==> src/rtl/pfa_pkg.sv <==
package pfa_pkg;

  typedef enum logic [2:0] {
    ACC_LEVEL    = 3'd0,
    ACC_RISE     = 3'd1,
    ACC_ANY      = 3'd2,
    ACC_LAT      = 3'd3,
    ACC_LAT_RISE = 3'd4,
    ACC_LAT_ANY  = 3'd5
  } acc_mode_e;

  typedef enum logic [1:0] {
    SW_INPUT = 2'd0,
    SW_ACCQ  = 2'd1,
    SW_TERMQ = 2'd2
  } sw_route_e;

  // reserved codes fold onto code 0
  function automatic acc_mode_e norm_mode(input logic [2:0] code);
    return (code > 3'd5) ? ACC_LEVEL : acc_mode_e'(code);
  endfunction

  function automatic sw_route_e norm_route(input logic [1:0] code);
    return (code == 2'd3) ? SW_INPUT : sw_route_e'(code);
  endfunction

endpackage

==> src/rtl/pfa_term_qual.sv <==
module pfa_term_qual #(
  parameter int SEL_W = 3,
  localparam int NSRC = 1 << SEL_W
) (
  input  logic             clk,
  input  logic             rst,
  input  logic [NSRC-1:0]  src_vec,
  input  logic [SEL_W-1:0] sel,
  input  logic             inv,
  input  logic             sw_gate_en,
  input  logic             sw_bit,
  output logic             term
);

  logic q_raw;
  logic q_gated;

  always_comb begin
    q_raw = 1'b0;
    for (int i = 0; i < NSRC; i++) begin
      if (sel == SEL_W'(i)) q_raw = src_vec[i];
    end
  end

  assign q_gated = sw_gate_en ? (q_raw & sw_bit) : q_raw;
  assign term    = q_gated ^ inv;


  const_qual_chk: assert property (@(posedge clk) disable iff (rst)
    ((sel == '0) || (sel == '1)) && !sw_gate_en |-> term == !inv);


  sw_term_gate_chk: assert property (@(posedge clk) disable iff (rst)
    sw_gate_en && !sw_bit |-> term == inv);

endmodule

==> src/rtl/pfa_accept_core.sv <==
module pfa_accept_core
  import pfa_pkg::*;
(
  input  logic      clk,
  input  logic      rst,
  input  logic      in_eff,
  input  acc_mode_e mode,
  input  logic      rst_dom,
  input  logic      term,
  output logic      r_next,
  output logic      r_q
);

  logic e_q;
  logic rise_c, any_c, set_c, latched;

  always_ff @(posedge clk) begin
    if (rst) e_q <= 1'b0;
    else     e_q <= in_eff;
  end

  assign rise_c = in_eff & ~e_q;
  assign any_c  = in_eff ^ e_q;

  always_comb begin
    unique case (mode)
      ACC_RISE, ACC_LAT_RISE: set_c = rise_c;
      ACC_ANY,  ACC_LAT_ANY:  set_c = any_c;
      default:                set_c = in_eff;
    endcase
  end

  assign latched = (mode == ACC_LAT) || (mode == ACC_LAT_RISE) || (mode == ACC_LAT_ANY);

  always_comb begin
    if (!latched)     r_next = set_c;
    else if (rst_dom) r_next = term ? 1'b0 : (set_c ? 1'b1 : r_q);
    else              r_next = set_c ? 1'b1 : (term ? 1'b0 : r_q);
  end

  always_ff @(posedge clk) begin
    if (rst) r_q <= 1'b0;
    else     r_q <= r_next;
  end


  set_wins_chk: assert property (@(posedge clk) disable iff (rst)
    latched && !rst_dom && set_c |=> r_q);


  reset_wins_chk: assert property (@(posedge clk) disable iff (rst)
    latched && rst_dom && term |=> !r_q);


  latch_hold_chk: assert property (@(posedge clk) disable iff (rst)
    latched && !term && r_q |=> r_q);


  edge_pulse_chk: assert property (@(posedge clk) disable iff (rst)
    (mode == ACC_RISE) && !in_eff |=> !r_q);

endmodule

==> src/rtl/pfa_bypass_mux.sv <==
module pfa_bypass_mux #(
  parameter int NGEN  = 8,
  parameter int SEL_W = 3,
  localparam int IDX_W = (NGEN > 1) ? $clog2(NGEN) : 1
) (
  input  logic [NGEN-1:0]  nbr_acc,
  input  logic [SEL_W-1:0] sel,
  input  logic             en,
  input  logic             local_next,
  output logic [IDX_W-1:0] idx,
  output logic             out_next
);

  int idx_i;

  always_comb begin
    case (sel)
      SEL_W'(1): idx_i = 1;
      SEL_W'(2): idx_i = 2;
      SEL_W'(3): idx_i = 3;
      SEL_W'(5): idx_i = 5;
      SEL_W'(7): idx_i = 7;
      default:   idx_i = 0;
    endcase
    if (idx_i >= NGEN) idx_i = 0;
    idx = IDX_W'(idx_i);
  end

  assign out_next = en ? nbr_acc[idx] : local_next;

endmodule

==> src/rtl/pwm_fault_accept.sv <==
module pwm_fault_accept
  import pfa_pkg::*;
#(
  parameter int NGEN  = 8,
  parameter int SEL_W = 3,
  localparam int IDX_W = (NGEN > 1) ? $clog2(NGEN) : 1,
  localparam int NSRC  = 1 << SEL_W
) (
  input  logic             clk,
  input  logic             rst,
  input  logic             fault_in,
  input  logic             duty_act,
  input  logic             blank_act,
  input  logic             gen_trig,
  input  logic             pci_src1,
  input  logic             pci_src8,
  input  logic             pci_src9,
  input  logic [NGEN-1:0]  nbr_acc,
  input  logic [2:0]       cfg_mode,
  input  logic             cfg_rst_dom,
  input  logic [SEL_W-1:0] cfg_term_sel,
  input  logic             cfg_term_inv,
  input  logic             cfg_sw_bit,
  input  logic [1:0]       cfg_sw_route,
  input  logic             cfg_byp_en,
  input  logic [SEL_W-1:0] cfg_byp_sel,
  output logic             local_acc,
  output logic             accepted
);

  logic            in_sync;
  logic            in_eff;
  sw_route_e       route;
  acc_mode_e       mode;
  logic [NSRC-1:0] src_vec;
  logic            term;
  logic            r_next;
  logic            out_next;
  logic [IDX_W-1:0] byp_idx;

  always_ff @(posedge clk) begin
    if (rst) in_sync <= 1'b0;
    else     in_sync <= fault_in;
  end

  assign route  = norm_route(cfg_sw_route);
  assign mode   = norm_mode(cfg_mode);
  assign in_eff = (in_sync | ((route == SW_INPUT) & cfg_sw_bit))
                & ((route != SW_ACCQ) | cfg_sw_bit);

  // source order follows the select code; entries past 6 are the constant
  generate
    for (genvar g = 0; g < NSRC; g++) begin : g_src
      if      (g == 1) begin : g_d  assign src_vec[g] = duty_act;  end
      else if (g == 2) begin : g_b  assign src_vec[g] = blank_act; end
      else if (g == 3) begin : g_t  assign src_vec[g] = gen_trig;  end
      else if (g == 4) begin : g_s1 assign src_vec[g] = pci_src1;  end
      else if (g == 5) begin : g_s8 assign src_vec[g] = pci_src8;  end
      else if (g == 6) begin : g_s9 assign src_vec[g] = pci_src9;  end
      else             begin : g_k  assign src_vec[g] = 1'b1;      end
    end
  endgenerate

  pfa_term_qual #(.SEL_W(SEL_W)) u_qual (
    .clk        (clk),
    .rst        (rst),
    .src_vec    (src_vec),
    .sel        (cfg_term_sel),
    .inv        (cfg_term_inv),
    .sw_gate_en (route == SW_TERMQ),
    .sw_bit     (cfg_sw_bit),
    .term       (term)
  );

  pfa_accept_core u_core (
    .clk     (clk),
    .rst     (rst),
    .in_eff  (in_eff),
    .mode    (mode),
    .rst_dom (cfg_rst_dom),
    .term    (term),
    .r_next  (r_next),
    .r_q     (local_acc)
  );

  pfa_bypass_mux #(.NGEN(NGEN), .SEL_W(SEL_W)) u_byp (
    .nbr_acc    (nbr_acc),
    .sel        (cfg_byp_sel),
    .en         (cfg_byp_en),
    .local_next (r_next),
    .idx        (byp_idx),
    .out_next   (out_next)
  );

  always_ff @(posedge clk) begin
    if (rst) accepted <= 1'b0;
    else     accepted <= out_next;
  end


  reset_clear_chk: assert property (@(posedge clk)
    rst |=> !accepted && !local_acc);


  bypass_follow_chk: assert property (@(posedge clk) disable iff (rst)
    !$past(rst) && $past(cfg_byp_en) |-> accepted == $past(nbr_acc[byp_idx]));


  local_match_chk: assert property (@(posedge clk) disable iff (rst)
    !$past(rst) && !$past(cfg_byp_en) |-> accepted == local_acc);

endmodule

==> config.mk <==
export PLATFORM = sky130hd
export DESIGN_NAME = pwm_fault_accept
export DESIGN_NICKNAME = d
export VERILOG_FILES = /design/src/rtl/pfa_pkg.sv /design/src/rtl/pfa_term_qual.sv /design/src/rtl/pfa_accept_core.sv /design/src/rtl/pfa_bypass_mux.sv /design/src/rtl/pwm_fault_accept.sv
export SDC_FILE = /design/constraint.sdc
export NUM_CORES = 1
export LEC_CHECK = 0
export ABC_AREA = 1
export ABC_CLOCK_PERIOD_IN_PS = 1550
export BUFFER_PORTS_ARGS = -buffer_cell sky130_fd_sc_hd__buf_2
export CELL_PAD_IN_SITES_DETAIL_PLACEMENT = 1
export CELL_PAD_IN_SITES_GLOBAL_PLACEMENT = 1
export CORE_MARGIN = 10
export CORE_UTILIZATION = 23
export DETAILED_ROUTE_END_ITERATION = 8
export PLACE_DENSITY = 0.86
export SLEW_MARGIN = 20
export SYNTH_ARGS = -nofsm -noshare
export SYNTH_HDL_FRONTEND = slang
export SYNTH_SLANG_ARGS = --single-unit
==> constraint.sdc <==
create_clock -name clk -period 1.55 [get_ports clk]
set_input_delay 0 -clock clk [delete_from_list [all_inputs] [get_ports clk]]
set_output_delay 0 -clock clk [all_outputs]
set_load 0.1 [all_outputs]
==> out/qor.log, run 1 <==
[run_status] result of the run complete, no violations
[sta] measured slew at the worst slew-check pin 500.4 ps
[synth] netlist area before placement 470.5 µm²
[placement] half-perimeter wire length of the detailed placement result 1489 µm
[detailed_routing] wire length per cell 11.26 µm
[worst_setup_path] required time at the worst-slack endpoint 1680 ps
[worst_setup_path] kind of end point of the critical path register
[die] die height 65.23 µm
[die] row count 16
[pwr] leakage power of the design 0.0004704 µW
[die] initial standard-cell utilization of the core 23.98%
[finish] share of final-layout standard cells stronger than drive strength 1 46.77%
[worst_setup_path] launching point of the worst reg2reg path in_sync
[synth] synthesis-stage register bit count 4
[finish] NumNets Final 161
[die] Placeable Area 1962 µm²
[global_route] final global-route overflow total 0
[worst_setup_path] Critical Path Fanout Max 2
[worst_setup_path] kind of start point of the critical path register
[finish] share of the core filled with cells 39.22%
[pwr] maximum vdd ir drop 0.3973 mV
[detailed_routing] via density per instance 4.298
[sta] Max transition margin 66.87%
[detailed_routing] TritonRoute pass-1 iters 4
[finish] area grow syn2layout 63.56%
[detailed_routing] total via count in the routed design 649
[global_route] total track usage 7.721%
[clock_tree] CTS H-tree depth 1
[sta] final critical path time including I/O delays and setup 1465 ps
[worst_setup_path] worst setup path endpoint accepted
[die] IO Pins 34
[sta] minimum setup slack in the final design 85.34 ps
[sta] Post-Route Skew 0.1992 ps
[die] floorplan die width 65.23 µm
[global_route] vias in the first global route 676
[synth] Synth top area share 20.74%
[sta] maximum clock frequency 0.6828 GHz
[placement] worst-case setup slack after placement -167.5 ps
[synth] share of synthesized area occupied by flip-flops and latches 17.02%
[placement] gpl congestion 0.7032
[clock_tree] number of clock sinks seen by CTS 4
[detailed_routing] post-route ant nets 0
[finish] commonest cells after routing, fill and taps aside sky130_fd_sc_hd__buf_2, sky130_fd_sc_hd__nand2_1, sky130_fd_sc_hd__inv_1
[synth] Yosys top cell by area sky130_fd_sc_hd__nand2_1
[worst_setup_path] Worst Path Class, Setup register to register
[worst_setup_path] endpoint of the worst register-to-register path accepted
[global_route] antenna violations before repair 0
[global_route] global-route wire length before repair 2711 µm
[detailed_routing] DR iter-0 viols 10
[finish] Multi-input gate area 339.1 µm²
[min_path] type of the worst min-delay path primary input to register
[detailed_routing] Total Routed Length 1701 µm
[worst_setup_path] CP Data Arrival Time 1590 ps
[finish] most common library cell in the layout ignoring fill and taps sky130_fd_sc_hd__buf_2
[finish] number of filler instances in the final layout 278
[synth] count of mapped cells out of synthesis 84
[worst_setup_path] r2r setup slk 90 ps
[clock_tree] buffers from clock root to sink, at most 2
[finish] post-layout instance area 769.5 µm²
[placement] Post-DP Area 681.9 µm²
[detailed_routing] number of design rule violations left after detail routing 0
[clock_tree] clk slew on worst S/H paths 40 ps
[synth] post-synthesis average cell area 5.601 µm²
[global_route] pin count of the biggest net entering global routing 7
[die] overall die area 4254 µm²
[worst_setup_path] Reg2Reg Depth 16
[sta] Finish-stage setup viols 0
[sta] count of final hold-check violations 0
[clock_tree] number of CTS-inserted buffers 3
[clock_tree] Clock Latency Late Sink 230 ps
[clock_tree] CTS root buf sky130_fd_sc_hd__clkbuf_4
[sta] number of pins exceeding their max-slew limit in the final report 0
[finish] antenna cells 0
[sta] Period Utilization, post-route 94.49%
[synth] synth top area cells sky130_fd_sc_hd__nand2_1, sky130_fd_sc_hd__dfxtp_1, sky130_fd_sc_hd__inv_1
[clock_tree] TritonCTS clock tree done
[sta] unrepaired setup endpoints after global routing yes
[finish] footprint of the flip-flops and latches 80.08 µm²
[synth] unique cell type count in the Yosys netlist 17
[placement] Port-buffer cells 31
[flow_run] MaxCap Viol Count 0
[synth] Synthesis Warnings 0
[worst_setup_path] start point of the critical path in_sync
[synth] Syn Nets 119
[pwr] Pwr per Cell Area 628.1 nW/µm²
==> layer usage <==
layer / wire, µm / up-vias / global-route usage (%) / part of all wire, %
li1: - / 338 / - / -
met3: 110 / 0 / 4.068 / 6.5
met1: 593 / 298 / 6.571 / 35
met2: 997 / 13 / 15.73 / 59
met5: 0 / - / 0 / 0
met4: 0 / 0 / 0.8021 / 0
==> sequential cells by signal, indices dropped and copies added, names as in the netlist <==
name and cells:
u_core.e_q 1, in_sync 1, accepted 1, u_core.r_q 1
==> worst min-delay path by stage <==
stage	start	end	depth (start not counted)	slack [ps]
finish	cfg_byp_en	accepted	4	60
global route	cfg_byp_en	accepted	4	80
CTS	cfg_byp_en	accepted	4	60
detailed placement	rst	u_core.e_q	2	210
global placement	fault_in	in_sync	3	200
floorplan	rst	u_core.r_q	1	70
==> synthesized netlist by cell type <==
library cell and n:
sky130_fd_sc_hd__a22o_1 1, sky130_fd_sc_hd__ha_1 3, sky130_fd_sc_hd__inv_2 4, sky130_fd_sc_hd__nand3_1 7
sky130_fd_sc_hd__a21oi_1 3, sky130_fd_sc_hd__nor2_1 3, sky130_fd_sc_hd__clkinv_1 1, sky130_fd_sc_hd__a21boi_0 1
sky130_fd_sc_hd__nand3_2 2, sky130_fd_sc_hd__o21ai_0 3, sky130_fd_sc_hd__inv_1 18, sky130_fd_sc_hd__nand3b_1 2
sky130_fd_sc_hd__nand4_1 2, sky130_fd_sc_hd__nand2_1 26, sky130_fd_sc_hd__a311o_1 1, sky130_fd_sc_hd__nand2_2 3
sky130_fd_sc_hd__dfxtp_1 4
==> critical path, cell delays in order (launching register included) <==
cell and delay, ps:
sky130_fd_sc_hd__dfxtp_1 290, sky130_fd_sc_hd__inv_1 40, sky130_fd_sc_hd__nand2_1 50, sky130_fd_sc_hd__nand2_2 90, sky130_fd_sc_hd__inv_4 50, sky130_fd_sc_hd__ha_4 250, sky130_fd_sc_hd__inv_2 30, sky130_fd_sc_hd__nand3_2 50
sky130_fd_sc_hd__nand2_2 60, sky130_fd_sc_hd__inv_2 60, sky130_fd_sc_hd__nand3_2 60, sky130_fd_sc_hd__nand2_2 70, sky130_fd_sc_hd__inv_2 40, sky130_fd_sc_hd__nand2_2 70, sky130_fd_sc_hd__nand2_2 50, sky130_fd_sc_hd__nand3_2 60
sky130_fd_sc_hd__nand2_2 50
==> kinds of logic after synthesis <==
logic type      synth area share (%)
buf+inv                        18.35
flops                          17.02
compound gates                 11.97
simple gates                   44.68
fa+ha+maj                      7.980
==> layout make-up <==
cell class / instances / area share [%]
repair buffers: 37 / 26.67
inverters: 23 / 11.54
well taps: 27 / 4.390
flip-flops and latches: 4 / 10.41
multi-input cells: 57 / 44.07
clock buffers: 3 / 2.927
==> what timing repair did <==
item                                    in CTS  in global routing
hold buffers                                 2                  0
gates resized for setup                      2                 10
endpoints found under the setup margin       1                  2
endpoints found under the hold margin        3                  0
setup buffers                                0                  1
pin swaps                                    0                  6
==> through the flow <==
step / instances / setup TNS (ps) / total power [µW] / hold WS [ps]
floorplan: 84 / 0 / 248.9 / 69.07
global placement: 145 / -66.42 / 318.1 / 199.8
detailed placement: 145 / -267.7 / 329.0 / 209.3
CTS: 150 / 0 / 464.8 / 64.18
global route: 151 / -45.44 / 528.8 / 81.66
finish: 151 / 0 / 483.3 / 56.41
==> report_power, final <==
part	switching [µW]	internal [µW]
Clock	42.3	86.6
Sequential	2.64	113
Combinational	144	94.4
Total	189	294
No activity file was read; power rests on OpenSTA's default activity.
==> run 2: changes to the inputs <==
--- a/config.mk
+++ b/config.mk
@@ -6,14 +6,14 @@
 export NUM_CORES = 1
 export LEC_CHECK = 0
 export ABC_AREA = 1
-export ABC_CLOCK_PERIOD_IN_PS = 1550
+export ABC_CLOCK_PERIOD_IN_PS = 1890
 export BUFFER_PORTS_ARGS = -buffer_cell sky130_fd_sc_hd__buf_2
 export CELL_PAD_IN_SITES_DETAIL_PLACEMENT = 1
 export CELL_PAD_IN_SITES_GLOBAL_PLACEMENT = 1
 export CORE_MARGIN = 10
-export CORE_UTILIZATION = 23
+export CORE_UTILIZATION = 25
 export DETAILED_ROUTE_END_ITERATION = 8
-export PLACE_DENSITY = 0.86
+export PLACE_DENSITY = 0.91
 export SLEW_MARGIN = 20
 export SYNTH_ARGS = -nofsm -noshare
 export SYNTH_HDL_FRONTEND = slang
==> constraint.sdc (replaced) <==
create_clock -name clk -period 1.89 [get_ports clk]
set_input_delay 0 -clock clk [delete_from_list [all_inputs] [get_ports clk]]
set_output_delay 0 -clock clk [all_outputs]
set_load 0.1 [all_outputs]
==> run 2 against run 1 <==
  * Routed wire length increased by 2.7%
  * Die area decreased by 5.6%
  * Sequential power decreased by 18%
  * Worst setup slack improved by 230 ps
  * First-iteration DRC count decreased by 20%
  * Core utilization increased by 0.99 points
  * Combinational power decreased by 29%
  * Critical endpoint unchanged
  * Critical path depth unchanged
  * Register-to-register slack improved by 230 ps
  * Clock-buffer cell count unchanged
  * Final area decreased by 7.8%
  * Sequential cell count unchanged
==> out/qor.log, run 2 (synthesized netlist as in run 1, its figures left out) <==
[global_route] pin count of the biggest net entering global routing 7 [unchanged]
[worst_setup_path] r2r setup slk 320 ps [was 90 ps]
[global_route] vias in the first global route 673 [was 676]
[clock_tree] CTS root buf sky130_fd_sc_hd__clkbuf_4 [unchanged]
[pwr] maximum vdd ir drop 0.3412 mV [was 0.3973 mV]
[global_route] total track usage 8.730% [was 7.721%]
[finish] commonest cells after routing, fill and taps aside sky130_fd_sc_hd__buf_2, sky130_fd_sc_hd__nand2_1, sky130_fd_sc_hd__inv_1 [unchanged]
[sta] measured slew at the worst slew-check pin 493.7 ps [was 500.4 ps]
[worst_setup_path] Reg2Reg Depth 16 [unchanged]
[sta] Post-Route Skew 2.601 ps [was 0.1992 ps]
[global_route] global routing usage on met1 7.662% [was 6.571%]
[detailed_routing] DR iter-0 viols 8 [was 10]
[die] die height 63.38 µm [was 65.23 µm]
[placement] Port-buffer cells 31 [unchanged]
[global_route] met3 layer usage reported by global route 3.887% [was 4.068%]
[worst_setup_path] CP Data Arrival Time 1700 ps [was 1590 ps]
[worst_setup_path] required time at the worst-slack endpoint 2020 ps [was 1680 ps]
[detailed_routing] total via count in the routed design 647 [was 649]
[detailed_routing] TritonRoute pass-1 iters 2 [was 4]
[sta] unrepaired setup endpoints after global routing no [was yes]
[clock_tree] clk slew on worst S/H paths 40 ps [about the same]
[die] overall die area 4017 µm² [was 4254 µm²]
[worst_setup_path] kind of end point of the critical path register [unchanged]
[pwr] Pwr per Cell Area 526.3 nW/µm² [was 628.1 nW/µm²]
[min_path] type of the worst min-delay path primary input to register [unchanged]
[global_route] GR met2 Demand/Resource 17.96% [was 15.73%]
[global_route] peak-usage layer in the global routing report met2 [unchanged]
[global_route] global-route wire length before repair 2918 µm [was 2711 µm]
[worst_setup_path] Worst Path Class, Setup register to register [unchanged]
[placement] Post-DP Area 656.9 µm² [was 681.9 µm²]
[clock_tree] Clock Latency Late Sink 240 ps [was 230 ps]
[run_status] result of the run complete, no violations [unchanged]
[sta] final critical path time including I/O delays and setup 1571 ps [was 1465 ps]
[clock_tree] buffers from clock root to sink, at most 2 [unchanged]
[global_route] antenna violations before repair 0 [unchanged]
[clock_tree] TritonCTS clock tree done [unchanged]
[worst_setup_path] kind of start point of the critical path register [unchanged]
[die] Placeable Area 1764 µm² [was 1962 µm²]
[die] initial standard-cell utilization of the core 26.67% [was 23.98%]
[clock_tree] Setup Fix Bufs, Post-CTS 0 [unchanged]
[finish] most common library cell in the layout ignoring fill and taps sky130_fd_sc_hd__buf_2 [unchanged]
[clock_tree] number of clock sinks seen by CTS 4 [unchanged]
[sta] number of pins exceeding their max-slew limit in the final report 0 [unchanged]
[sta] count of final hold-check violations 0 [unchanged]
[die] floorplan die width 63.38 µm [was 65.23 µm]
[die] row count 15 [was 16]
[detailed_routing] post-route ant nets 0 [unchanged]
[clock_tree] number of CTS-inserted buffers 3 [unchanged]
[worst_setup_path] Critical Path Fanout Max 2 [unchanged]
[detailed_routing] wire length per cell 11.97 µm [was 11.26 µm]
[detailed_routing] Total Routed Length 1747 µm [was 1701 µm]
[clock_tree] number of gates resized after cts 0 [was 2]
[clock_tree] CTS H-tree depth 1 [unchanged]
[sta] maximum clock frequency 0.6364 GHz [was 0.6828 GHz]
[detailed_routing] number of design rule violations left after detail routing 0 [unchanged]
[finish] antenna cells 0 [unchanged]
[pwr] leakage power of the design 0.0004543 µW [was 0.0004704 µW]
[sta] Period Utilization, post-route 83.14% [was 94.49%]
[finish] post-layout instance area 709.4 µm² [was 769.5 µm²]
[min_path] worst hold path depth 4 [unchanged]
[sta] total negative setup slack 0 ps [unchanged]
[finish] NumNets Final 158 [was 161]
[flow_run] MaxCap Viol Count 0 [unchanged]
[global_route] final global-route overflow total 0 [unchanged]
[finish] share of final-layout standard cells stronger than drive strength 1 35.54% [was 46.77%]
[placement] half-perimeter wire length of the detailed placement result 1530 µm [was 1489 µm]
[finish] area grow syn2layout 50.80% [was 63.56%]
[detailed_routing] via density per instance 4.432 [was 4.298]
[sta] Max transition margin 67.31% [was 66.87%]
[sta] Finish-stage setup viols 0 [unchanged]
[pwr] post-route total power 373.3 µW [was 483.3 µW]
[die] IO Pins 34 [unchanged]
[clock_tree] Post-CTS Hold Buffers 3 [was 2]
[placement] gpl congestion 0.7611 [was 0.7032]
==> run 2: layout make-up <==
class / instances / area (µm²)
Multi-Input combinational cell: 57 / 304.0
Fill cell: 276 / 1055
Inverter: 23 / 86.33
Timing Repair Buffer: 34 / 185.2
Sequential cell: 4 / 80.08
Clock buffer: 3 / 22.52
Tap cell: 25 / 31.28
==> run 2: metal layers <==
| layer | vias to the layer above | routed length, µm |
|---|---|---|
| met5 | - | 0 |
| met1 | 301 | 603 |
| met2 | 14 | 1032 |
| met3 | 0 | 111 |
| li1 | 332 | - |
| met4 | 0 | 0 |
==> run 2: path summary, 6_finish.rpt <==
kind | start | end
max | in_sync | accepted
min | cfg_byp_en | accepted
max reg2reg | in_sync | accepted
min reg2reg | in_sync | u_core.e_q
==> run 2: power by group <==
| group | leakage (µW) | internal, µW | switching, µW |
|---|---|---|---|
| Clock | 0.0000138 | 71.2 | 36.7 |
| Combinational | 0.000407 | 63.1 | 107 |
| Sequential | 0.0000332 | 92.6 | 2.41 |
| Total | 0.000454 | 227 | 146 |
==> run 2: worst max-delay path, stage by stage, from the launching register on <==
cell	delay (ps)
sky130_fd_sc_hd__dfxtp_1	290
sky130_fd_sc_hd__inv_1	40
sky130_fd_sc_hd__nand2_1	40
sky130_fd_sc_hd__nand2_1	70
sky130_fd_sc_hd__clkinv_1	100
sky130_fd_sc_hd__ha_1	290
sky130_fd_sc_hd__inv_1	40
sky130_fd_sc_hd__nand3_1	70
sky130_fd_sc_hd__nand2_1	60
sky130_fd_sc_hd__inv_2	60
sky130_fd_sc_hd__nand3_2	50
sky130_fd_sc_hd__nand2_1	50
sky130_fd_sc_hd__inv_1	50
sky130_fd_sc_hd__nand2_2	60
sky130_fd_sc_hd__nand2_1	70
sky130_fd_sc_hd__nand3_1	70
sky130_fd_sc_hd__nand2_1	50
==> run 2: metrics by stage <==
| stage | std cells | hold slack (ps) | setup slack, ps | util [%] |
|---|---|---|---|---|
| 2_1_floorplan | 84 | 69.07 | 393.7 | - |
| 3_3_place_gp | 140 | 199.2 | 254.0 | 37.23 |
| 3_5_place_dp | 140 | 219.1 | 194.8 | 37.23 |
| 4_1_cts | 146 | 40.25 | 291.3 | 40.21 |
| 5_1_grt | 146 | 87.31 | 111.8 | 40.21 |
| 6_report | 146 | 40.55 | 318.6 | 40.21 |
